**src/rtl/mbx_pkg.sv**
```systemverilog
package mbx_pkg;

    localparam int WORD_W = 32;
    localparam int NPORT  = 2;

    typedef enum logic [1:0] {
        REG_STAT = 2'd0,
        REG_TXD  = 2'd1,
        REG_RXD  = 2'd2,
        REG_NONE = 2'd3
    } reg_sel_e;

    typedef struct packed {
        logic roe;   // bit 3: read while empty
        logic wof;   // bit 2: write while full
        logic rdy;   // bit 1: room to send
        logic vld;   // bit 0: word waiting
    } stat_t;

    function automatic logic [WORD_W-1:0] stat_word(stat_t s);
        return {{(WORD_W-4){1'b0}}, s};
    endfunction

endpackage

```
**src/rtl/mbx_fifo.sv**
```systemverilog
module mbx_fifo #(
    parameter int DEPTH = 8,
    parameter int W     = 32
) (
    input  logic         clk,
    input  logic         rst,
    input  logic         push,
    input  logic [W-1:0] din,
    input  logic         pop,
    output logic [W-1:0] head,
    output logic         full,
    output logic         empty
);
    localparam int AW = (DEPTH > 1) ? $clog2(DEPTH) : 1;
    localparam int CW = $clog2(DEPTH + 1);

    logic [W-1:0]  mem [DEPTH];
    logic [AW-1:0] wr_ptr, rd_ptr;
    logic [CW-1:0] count;
    logic          push_ok, pop_ok;

    assign full    = (count == CW'(DEPTH));
    assign empty   = (count == '0);
    assign push_ok = push && !full;
    assign pop_ok  = pop && !empty;
    assign head    = mem[rd_ptr];

    always_ff @(posedge clk) begin
        if (rst) begin
            wr_ptr <= '0;
            rd_ptr <= '0;
            count  <= '0;
        end else begin
            if (push_ok) begin
                mem[wr_ptr] <= din;
                wr_ptr <= (wr_ptr == AW'(DEPTH - 1)) ? '0 : wr_ptr + 1'b1;
            end
            if (pop_ok)
                rd_ptr <= (rd_ptr == AW'(DEPTH - 1)) ? '0 : rd_ptr + 1'b1;
            case ({push_ok, pop_ok})
                2'b10:   count <= count + 1'b1;
                2'b01:   count <= count - 1'b1;
                default: count <= count;
            endcase
        end
    end

    AST_COUNT_BOUND: assert property (@(posedge clk) disable iff (rst)
        count <= CW'(DEPTH));
    AST_FULL_HOLDS: assert property (@(posedge clk) disable iff (rst)
        (full && !pop) |=> full);
    AST_EMPTY_HOLDS: assert property (@(posedge clk) disable iff (rst)
        (empty && !push) |=> (empty && $stable(rd_ptr)));

endmodule

```
**src/rtl/mbx_port.sv**
```systemverilog
module mbx_port
    import mbx_pkg::*;
#(
    parameter int W = 32
) (
    input  logic         clk,
    input  logic         rst,
    input  logic         req,
    input  logic         wr,
    input  logic [1:0]   addr,
    input  logic         tx_full,
    input  logic         rx_empty,
    input  logic [W-1:0] rx_head,
    input  logic         tx_lose,
    input  logic         rx_lose,
    output logic         push,
    output logic         pop,
    output logic [W-1:0] rdata,
    output logic         avail
);
    logic  is_txw, is_rxr, is_clr, tx_bad, rx_bad;
    logic  wof_q, roe_q;
    stat_t st;

    assign is_txw = req &&  wr && (addr == REG_TXD);
    assign is_rxr = req && !wr && (addr == REG_RXD);
    assign is_clr = req &&  wr && (addr == REG_STAT);
    assign tx_bad = tx_full  || tx_lose;
    assign rx_bad = rx_empty || rx_lose;
    assign push   = is_txw && !tx_bad;
    assign pop    = is_rxr && !rx_bad;
    assign avail  = !rx_empty;

    always_comb begin
        st.vld = !rx_empty;
        st.rdy = !tx_full;
        st.wof = wof_q;
        st.roe = roe_q;
    end

    always_ff @(posedge clk) begin
        if (rst) begin
            wof_q <= 1'b0;
            roe_q <= 1'b0;
        end else if (is_clr) begin
            wof_q <= 1'b0;
            roe_q <= 1'b0;
        end else begin
            if (is_txw && tx_bad) wof_q <= 1'b1;
            if (is_rxr && rx_bad) roe_q <= 1'b1;
        end
    end

    always_comb begin
        rdata = '0;
        if (req && !wr) begin
            case (addr)
                REG_STAT: rdata = W'(stat_word(st));
                REG_RXD:  rdata = rx_bad ? '0 : rx_head;
                default:  rdata = '0;
            endcase
        end
    end

    AST_WOF_SET: assert property (@(posedge clk) disable iff (rst)
        (is_txw && tx_full) |=> wof_q);
    AST_ROE_SET: assert property (@(posedge clk) disable iff (rst)
        (is_rxr && rx_empty) |=> roe_q);
    AST_FLAG_STICKY: assert property (@(posedge clk) disable iff (rst)
        ((wof_q || roe_q) && !is_clr) |=> (wof_q || roe_q));
    AST_FLAG_CLEAR: assert property (@(posedge clk) disable iff (rst)
        is_clr |=> (!wof_q && !roe_q));
    AST_EMPTY_READ_ZERO: assert property (@(posedge clk) disable iff (rst)
        (is_rxr && rx_empty) |-> (rdata == '0));

endmodule

```
**src/rtl/mbx_pair.sv**
```systemverilog
module mbx_pair
    import mbx_pkg::*;
#(
    parameter int DEPTH = 8,
    parameter int W     = WORD_W
) (
    input  logic                  clk,
    input  logic                  rst,
    input  logic [NPORT-1:0]      port_cid,
    input  logic [NPORT-1:0]      port_req,
    input  logic [NPORT-1:0]      port_wr,
    input  logic [NPORT-1:0][1:0] port_addr,
    input  logic [NPORT-1:0][W-1:0] port_wdata,
    output logic [NPORT-1:0][W-1:0] port_rdata,
    output logic [NPORT-1:0]      port_avail
);
    logic [NPORT-1:0]        f_full, f_empty, f_push, f_pop;
    logic [NPORT-1:0][W-1:0] f_head, f_din;
    logic [NPORT-1:0]        p_push, p_pop, att_tx, att_rx, tx_lose, rx_lose;
    logic                    same_id;

    assign same_id = (port_cid[0] == port_cid[1]);

    // Port 0 has priority when both ports target one FIFO.
    assign tx_lose = {att_tx[0] && same_id, 1'b0};
    assign rx_lose = {att_rx[0] && same_id, 1'b0};

    for (genvar p = 0; p < NPORT; p++) begin : g_port
        assign att_tx[p] = port_req[p] &&  port_wr[p] && (port_addr[p] == REG_TXD);
        assign att_rx[p] = port_req[p] && !port_wr[p] && (port_addr[p] == REG_RXD);

        mbx_port #(.W(W)) u_port (
            .clk      (clk),
            .rst      (rst),
            .req      (port_req[p]),
            .wr       (port_wr[p]),
            .addr     (port_addr[p]),
            .tx_full  (f_full[port_cid[p]]),
            .rx_empty (f_empty[!port_cid[p]]),
            .rx_head  (f_head[!port_cid[p]]),
            .tx_lose  (tx_lose[p]),
            .rx_lose  (rx_lose[p]),
            .push     (p_push[p]),
            .pop      (p_pop[p]),
            .rdata    (port_rdata[p]),
            .avail    (port_avail[p])
        );
    end

    for (genvar f = 0; f < NPORT; f++) begin : g_fifo
        logic sel0_tx, sel1_tx, sel0_rx, sel1_rx;
        assign sel0_tx = p_push[0] && (port_cid[0] == 1'(f));
        assign sel1_tx = p_push[1] && (port_cid[1] == 1'(f));
        assign sel0_rx = p_pop[0]  && (port_cid[0] != 1'(f));
        assign sel1_rx = p_pop[1]  && (port_cid[1] != 1'(f));
        assign f_push[f] = sel0_tx || sel1_tx;
        assign f_pop[f]  = sel0_rx || sel1_rx;
        assign f_din[f]  = sel0_tx ? port_wdata[0] : port_wdata[1];

        mbx_fifo #(.DEPTH(DEPTH), .W(W)) u_fifo (
            .clk   (clk),
            .rst   (rst),
            .push  (f_push[f]),
            .din   (f_din[f]),
            .pop   (f_pop[f]),
            .head  (f_head[f]),
            .full  (f_full[f]),
            .empty (f_empty[f])
        );

        AST_ONE_WRITER: assert property (@(posedge clk) disable iff (rst)
            $onehot0({sel0_tx, sel1_tx}));
        AST_ONE_READER: assert property (@(posedge clk) disable iff (rst)
            $onehot0({sel0_rx, sel1_rx}));
    end

    AST_AVAIL_MATCH: assert property (@(posedge clk) disable iff (rst)
        port_avail[0] == !f_empty[!port_cid[0]]);

endmodule

```
**config.mk**
```make
export PLATFORM = sky130hd
export DESIGN_NAME = mbx_pair
export DESIGN_NICKNAME = d
export VERILOG_FILES = /design/src/rtl/mbx_pkg.sv /design/src/rtl/mbx_fifo.sv /design/src/rtl/mbx_port.sv /design/src/rtl/mbx_pair.sv
export SDC_FILE = /design/constraint.sdc
export NUM_CORES = 1
export LEC_CHECK = 0
export CORE_MARGIN = 4
export CORE_UTILIZATION = 50
export DETAILED_ROUTE_END_ITERATION = 12
export PLACE_DENSITY = 0.71
export SYNTH_ARGS = -nofsm -noshare
export SYNTH_HDL_FRONTEND = slang
export SYNTH_HIERARCHICAL = 1
export SYNTH_SLANG_ARGS = --single-unit
export TNS_END_PERCENT = 100
```
**constraint.sdc**
```tcl
create_clock -name clk -period 7 [get_ports clk]
set_input_delay 0.7 -clock clk [delete_from_list [all_inputs] [get_ports clk]]
set_output_delay 0.7 -clock clk [all_outputs]
set_load 0.01 [all_outputs]
```
[Yosys cells after proc, flatten, opt, wreduce, memory -nomap -nowiden]
Memories as Yosys holds them, arrays and structs flattened. A register that Yosys moved wholly into a read port is not among the register bits.
Index checks and enable logic that the tools add are counted.
Storage, ports and cells
  logic and storage cells: 137
  memories: 2
  bits in writable memories: 512
  flip-flop bits (word level): 24
Memories
  g_fifo[0].u_fifo.mem: words 8, width 32, rd ports 1, clocked after memory_dff 1, wr ports 1, line mbx_fifo.sv:17  | logic [W-1:0] mem [DEPTH];
  g_fifo[1].u_fifo.mem: words 8, width 32, rd ports 1, clocked after memory_dff 1, wr ports 1, line mbx_fifo.sv:17
Cells by class
  equality and inequality tests: 15
  $add $sub $neg: 8
  mux-type cells: 36
  reduce and logical (&&, ||, !) cells: 60
  bitwise logic cells: 2
  order comparisons: 4
Operator list (number)
  2-to-1 mux 32 bit: 10
  case mux 32 bit (2 select lines): 2
  logical AND 1 bit: 32
  2-to-1 mux 3 bit: 8
  case mux 4 bit (2 select lines): 2
  logical NOT 1 bit: 14
  2-to-1 mux 1 bit: 14
  adder 3 x 1 -> 3 bit, second input constant: 4
  == test 3 bit, second input constant: 4
  adder 4 x 1 -> 4 bit, second input constant: 2
  == test 2 x 1 -> 1 bit, second input constant: 4
  == test 2 bit, second input constant: 4
  == test 4 bit, second input constant: 2
  logical NOT 4 bit: 2
  < comparator 1 x 2 -> 1 bit, second input constant: 4
  subtractor 4 x 1 -> 4 bit, second input constant: 2
  logical OR 1 bit: 6
  logical NOT 2 bit: 2
  nonzero test 2 bit: 2
  OR reduction 2 bit: 2
  inverter 1 bit: 2
  == test 1 bit: 1

[Longest topological paths before layout]
  depth after elaboration: 12
  mapped depth: 18
  mapped depth without buffers: 14

[Hierarchy]
The synthesis kept the hierarchy.
Modules (own cells, without submodules)
  mbx_fifo at g_fifo[0].u_fifo: area each 10442.5 µm², cells each 447, instances 1
  mbx_fifo at g_fifo[1].u_fifo: area each 10303.6 µm², cells each 452, instances 1
  mbx_pair: area each 1824.2 µm², cells each 163, instances 1
  mbx_port: area each 415.4 µm², cells each 53, instances 2

[Worst setup path before layout]
OpenSTA, ideal clock, no wires.
  path kind: input to register
  start: input port port_cid[0]
  end: memory g_fifo[1].u_fifo.mem[1][0], enable pin
  setup time: 0.461 ns
  arrival time: 4.808 ns
  path buffers: 2
  path slack: 1.731 ns
  cell stages on the path: 9
  cell sequence: buf_4 -> mux2_2 -> nor3_1 -> nand2_2 -> buf_6 -> nand2_1 -> o21ai_2 -> or3b_1 -> nor3_1
On the way
  elaborated cells on any way between the ends: 16
RTL lines
  start, declared: line mbx_pair.sv:9  | input logic [NPORT-1:0] port_cid,
  2-to-1 mux 1 bit (not written as such) (2 in series): line mbx_pair.sv:38  | .tx_full (f_full[port_cid[p]]),
  logical NOT 1 bit: line mbx_port.sv:30  | assign push = is_txw && !tx_bad;
  logical AND 1 bit: line mbx_port.sv:30
  via p_push[0]: line mbx_pair.sv:19  | logic [NPORT-1:0] p_push, p_pop, att_tx, att_rx, tx_lose, rx_lose;
  logical AND 1 bit: line mbx_pair.sv:52  | assign sel0_tx = p_push[0] && (port_cid[0] == 1'(f));
  logical OR 1 bit: line mbx_pair.sv:56  | assign f_push[f] = sel0_tx || sel1_tx;
  via f_push[1]: line mbx_pair.sv:17  | logic [NPORT-1:0] f_full, f_empty, f_push, f_pop;
  logical AND 1 bit: line mbx_fifo.sv:24  | assign push_ok = push && !full;
  2-to-1 mux 1 bit: line mbx_fifo.sv:34  | if (push_ok) begin
  2-to-1 mux 1 bit: line mbx_fifo.sv:29  | if (rst) begin
  2-to-1 mux 1 bit (not written as such): line mbx_fifo.sv:35  | mem[wr_ptr] <= din;
  end, declared: line mbx_fifo.sv:17
The timed path passes the listed nets, and every way through them passes these cells. The select of a mux whose other input is x is not followed.

==> impl_metrics.yaml <==
status:
  status: "completed"
logic_synthesis:
  ys.warnings.count: 6
  yosys.area.top_type_share: 0.657
  avgSynthCellArea_um2: 20.0
  yosysTopAreaCell: "edfxtp_1"
  postSynthCellCount: 1168
  synth_area_leaders: "edfxtp_1, mux4_2, mux2_2"
  ys_types: 55
  async_flop_share: 0
  synth_edf_count: 512
  syn-cell-area_um2: 23400
  synth-seq-cells: 542
  ys_seq_area_frac: 0.683
  synth-main-ff-cell: "edfxtp_1"
sta:
  maxSlewHeadroom: 0.117
  fmax_mhz: 212
  finalCritPeriodShare: 0.674
  fin_skew_ns: 0.0183
  setup_viol: 0
  final.setup.worst_slack_ns: 2.28
  rsz0062_at_grt: "false"
  fin_tns_setup_ns: 0
  min_period_ns: 4.72
  hold_viol_final: 0
  worst_pin_slew_ns: 1.32
  fin_hold_ws_ns: 0.474
  maxSlewViolCount: 0
critical_path:
  cp_slowest_cell: "nor4_4"
  crit_chain: "or3_4 > nor2_1 > mux2_2 > nor4_4 > buf_4 > and2_1 > clkdlybuf4s50_1"
  worstPathMaxFanout: 19
  start_kind: "flop"
  r2r-start: "g_fifo[1].u_fifo/count[1]"
  critPathMaxStageDelay_ns: 1.12
  critPathRequiredTime_ns: 6.30
  end_kind: "output pin"
  worstSetupStartpoint: "g_fifo[1].u_fifo/count[1]"
  arrival_ns: 4.02
  path_class: "reg -> out"
clocking:
  path_clk_slew_ns: 0.06
  htree_levels: 2
  ctsHoldBuffers: 0
  clock_sinks: 542
  cts_buffer_depth: 3
  tritoncts: "yes"
  clock-root-buffer: "clkbuf_16"
  clk-insertion-delay-late_ns: 0.59
  cts_resized: 0
  post_cts_buffers: 0
  numCtsBuffers: 54
placement:
  dpl_worst_slack_ns: 2.16
  io_buffers: 141
  gp_congestion: 0.750
  dp.cells: 1884
  post-dp-hpwl_mm: 30.4
detailed_routing:
  routed_wl_mm: 50.1
  drtAntennaViolNets: 0
  drc: 0
  routedWlPerCell_um: 25.2
  drt-initial-drc-count: 762
  vias: 11600
  firstDrtPassIters: 5
  via_per_inst: 5.86
floorplan:
  row_count: 79
  num_io_pins: 142
  fp.dieH_um: 224
  die_area_um2: 50300
  start_util: 0.504
  die_w_um: 224
  core_um2: 46500
final_layout:
  layout.cells.non_filler: 1986
  drive_above_1_share: 0.328
  area_delta_synth_final_pct: 16.1
  layout_commonest_cell: "edfxtp_1"
  final_util: 0.585
  layout_common_cells: "edfxtp_1, mux2_2, clkdlybuf4s50_1"
  nets: 1423
pwr:
  pwr-share-seq: 0.545
  p_int_uw: 5260
  p_clk_frac: 0.426
  ir_worst_vdd_v: 0.000185
  p_leak_uw: 0.00877
  power_density_nw_per_um2: 240
  swShare: 0.193
  p_switching_uw: 1260
  pwr-share-comb: 0.029
global_route:
  grt_pass1_wl_mm: 75.6
  antenna_found_initial: 1
  grt_max_degree: 38
  grtUsageTotal: 0.199
  grt_pass1_vias: 12200
  grt-ovfl-total: 0
flow_run:
  max_cap_violations: 0
worst_hold_path:
  min-delay-start: "g_port[1].u_port/roe_q"
  holdCritPathClass: "reg -> reg"
## worst max-delay path, delay by kind of cell, from the launching register on
family / cells / cell delay [ns]
buffers and inverters: 2 / 0.99
multiplexers: 1 / 0.31
AND/OR/NAND/NOR: 4 / 1.62
flip-flops: 1 / 0.50
## final cells by class
type / count / area, um2
Antenna cell: 1 / 2.50
Clock buffer: 64 / 1410
Clock inverter: 37 / 295
Fill cell: 3383 / 19300
Inverter: 13 / 48.8
Multi-Input combinational cell: 555 / 7070
Sequential cell: 542 / 16000
Tap cell: 607 / 759
Timing Repair Buffer: 167 / 1600
## flip-flops by register name, indices dropped and copies added, names as in the netlist, named ones only
register / cells
g_fifo.u_fifo/count: 8
g_fifo.u_fifo/mem: 512
g_fifo.u_fifo/rd_ptr: 6
g_fifo.u_fifo/wr_ptr: 6
g_port.u_port/roe_q: 2
g_port.u_port/wof_q: 2
## power by group through the flow
stage / registers, uW / logic [uW] / clock network [uW]
after floorplan: 3620 / 99.9 / 0
after global placement: 3620 / 185 / 0
after detailed placement: 3620 / 191 / 0
after CTS: 3550 / 192 / 2840
after global routing: 3550 / 206 / 2970
final: 3550 / 191 / 2770
## kinds of logic (layout without fill, tap and decap cells)
family	after synthesis	count (layout)	share of synthesized area
XOR/XNOR	4	4	0.00150
multiplexers	330	330	0.231
buffers and inverters	74	281	0.0205
AND/OR/NAND/NOR	165	165	0.0436
flip-flops	542	542	0.683
other	1	5	0.000160
adder cells (fa/ha/maj)	14	14	0.00781
AO/OA/AOI/OAI	38	38	0.0125
## routing by layer
metal | vias up | share of wire | track usage
met4 | 0 | 0.020 | 0.0534
met3 | 64 | 0.053 | 0.0296
li1 | 5098 | - | -
met2 | 321 | 0.51 | 0.341
met1 | 6159 | 0.42 | 0.270
met5 | - | 0 | 0
## metrics by stage
| step | cell area [um2] | total power, uW |
|---|---|---|
| detailed placement | 25500 | 3810 |
| global route | 27200 | 6730 |
| CTS | 27200 | 6590 |
| global placement | 25500 | 3810 |
| finish | 27200 | 6520 |
| floorplan | 23400 | 3720 |
## worst paths after layout
| check | endpoint | slack (ns) | depth (start not counted) |
|---|---|---|---|
| max | port_rdata[15] | 2.28 | 7 |
| min | g_port[1].u_port/roe_q | 0.47 | 1 |
| max reg2reg | g_fifo[1].u_fifo/count[2] | 2.33 | 15 |
| min reg2reg | g_port[1].u_port/roe_q | 0.47 | 1 |
## cells in the mapped netlist, drive strengths merged (5+ instances only)
cell type / count
a22o: 9
inv: 13
nand2b: 10
mux4: 128
and2: 56
edfxtp: 512
mux2: 198
buf: 50
a21oi: 16
o21a: 5
nor2: 40
clkbuf: 11
nor3: 15
nand2: 14
or3: 5
dfxtp: 30
ha: 13
(Power assumes the default switching activity.)
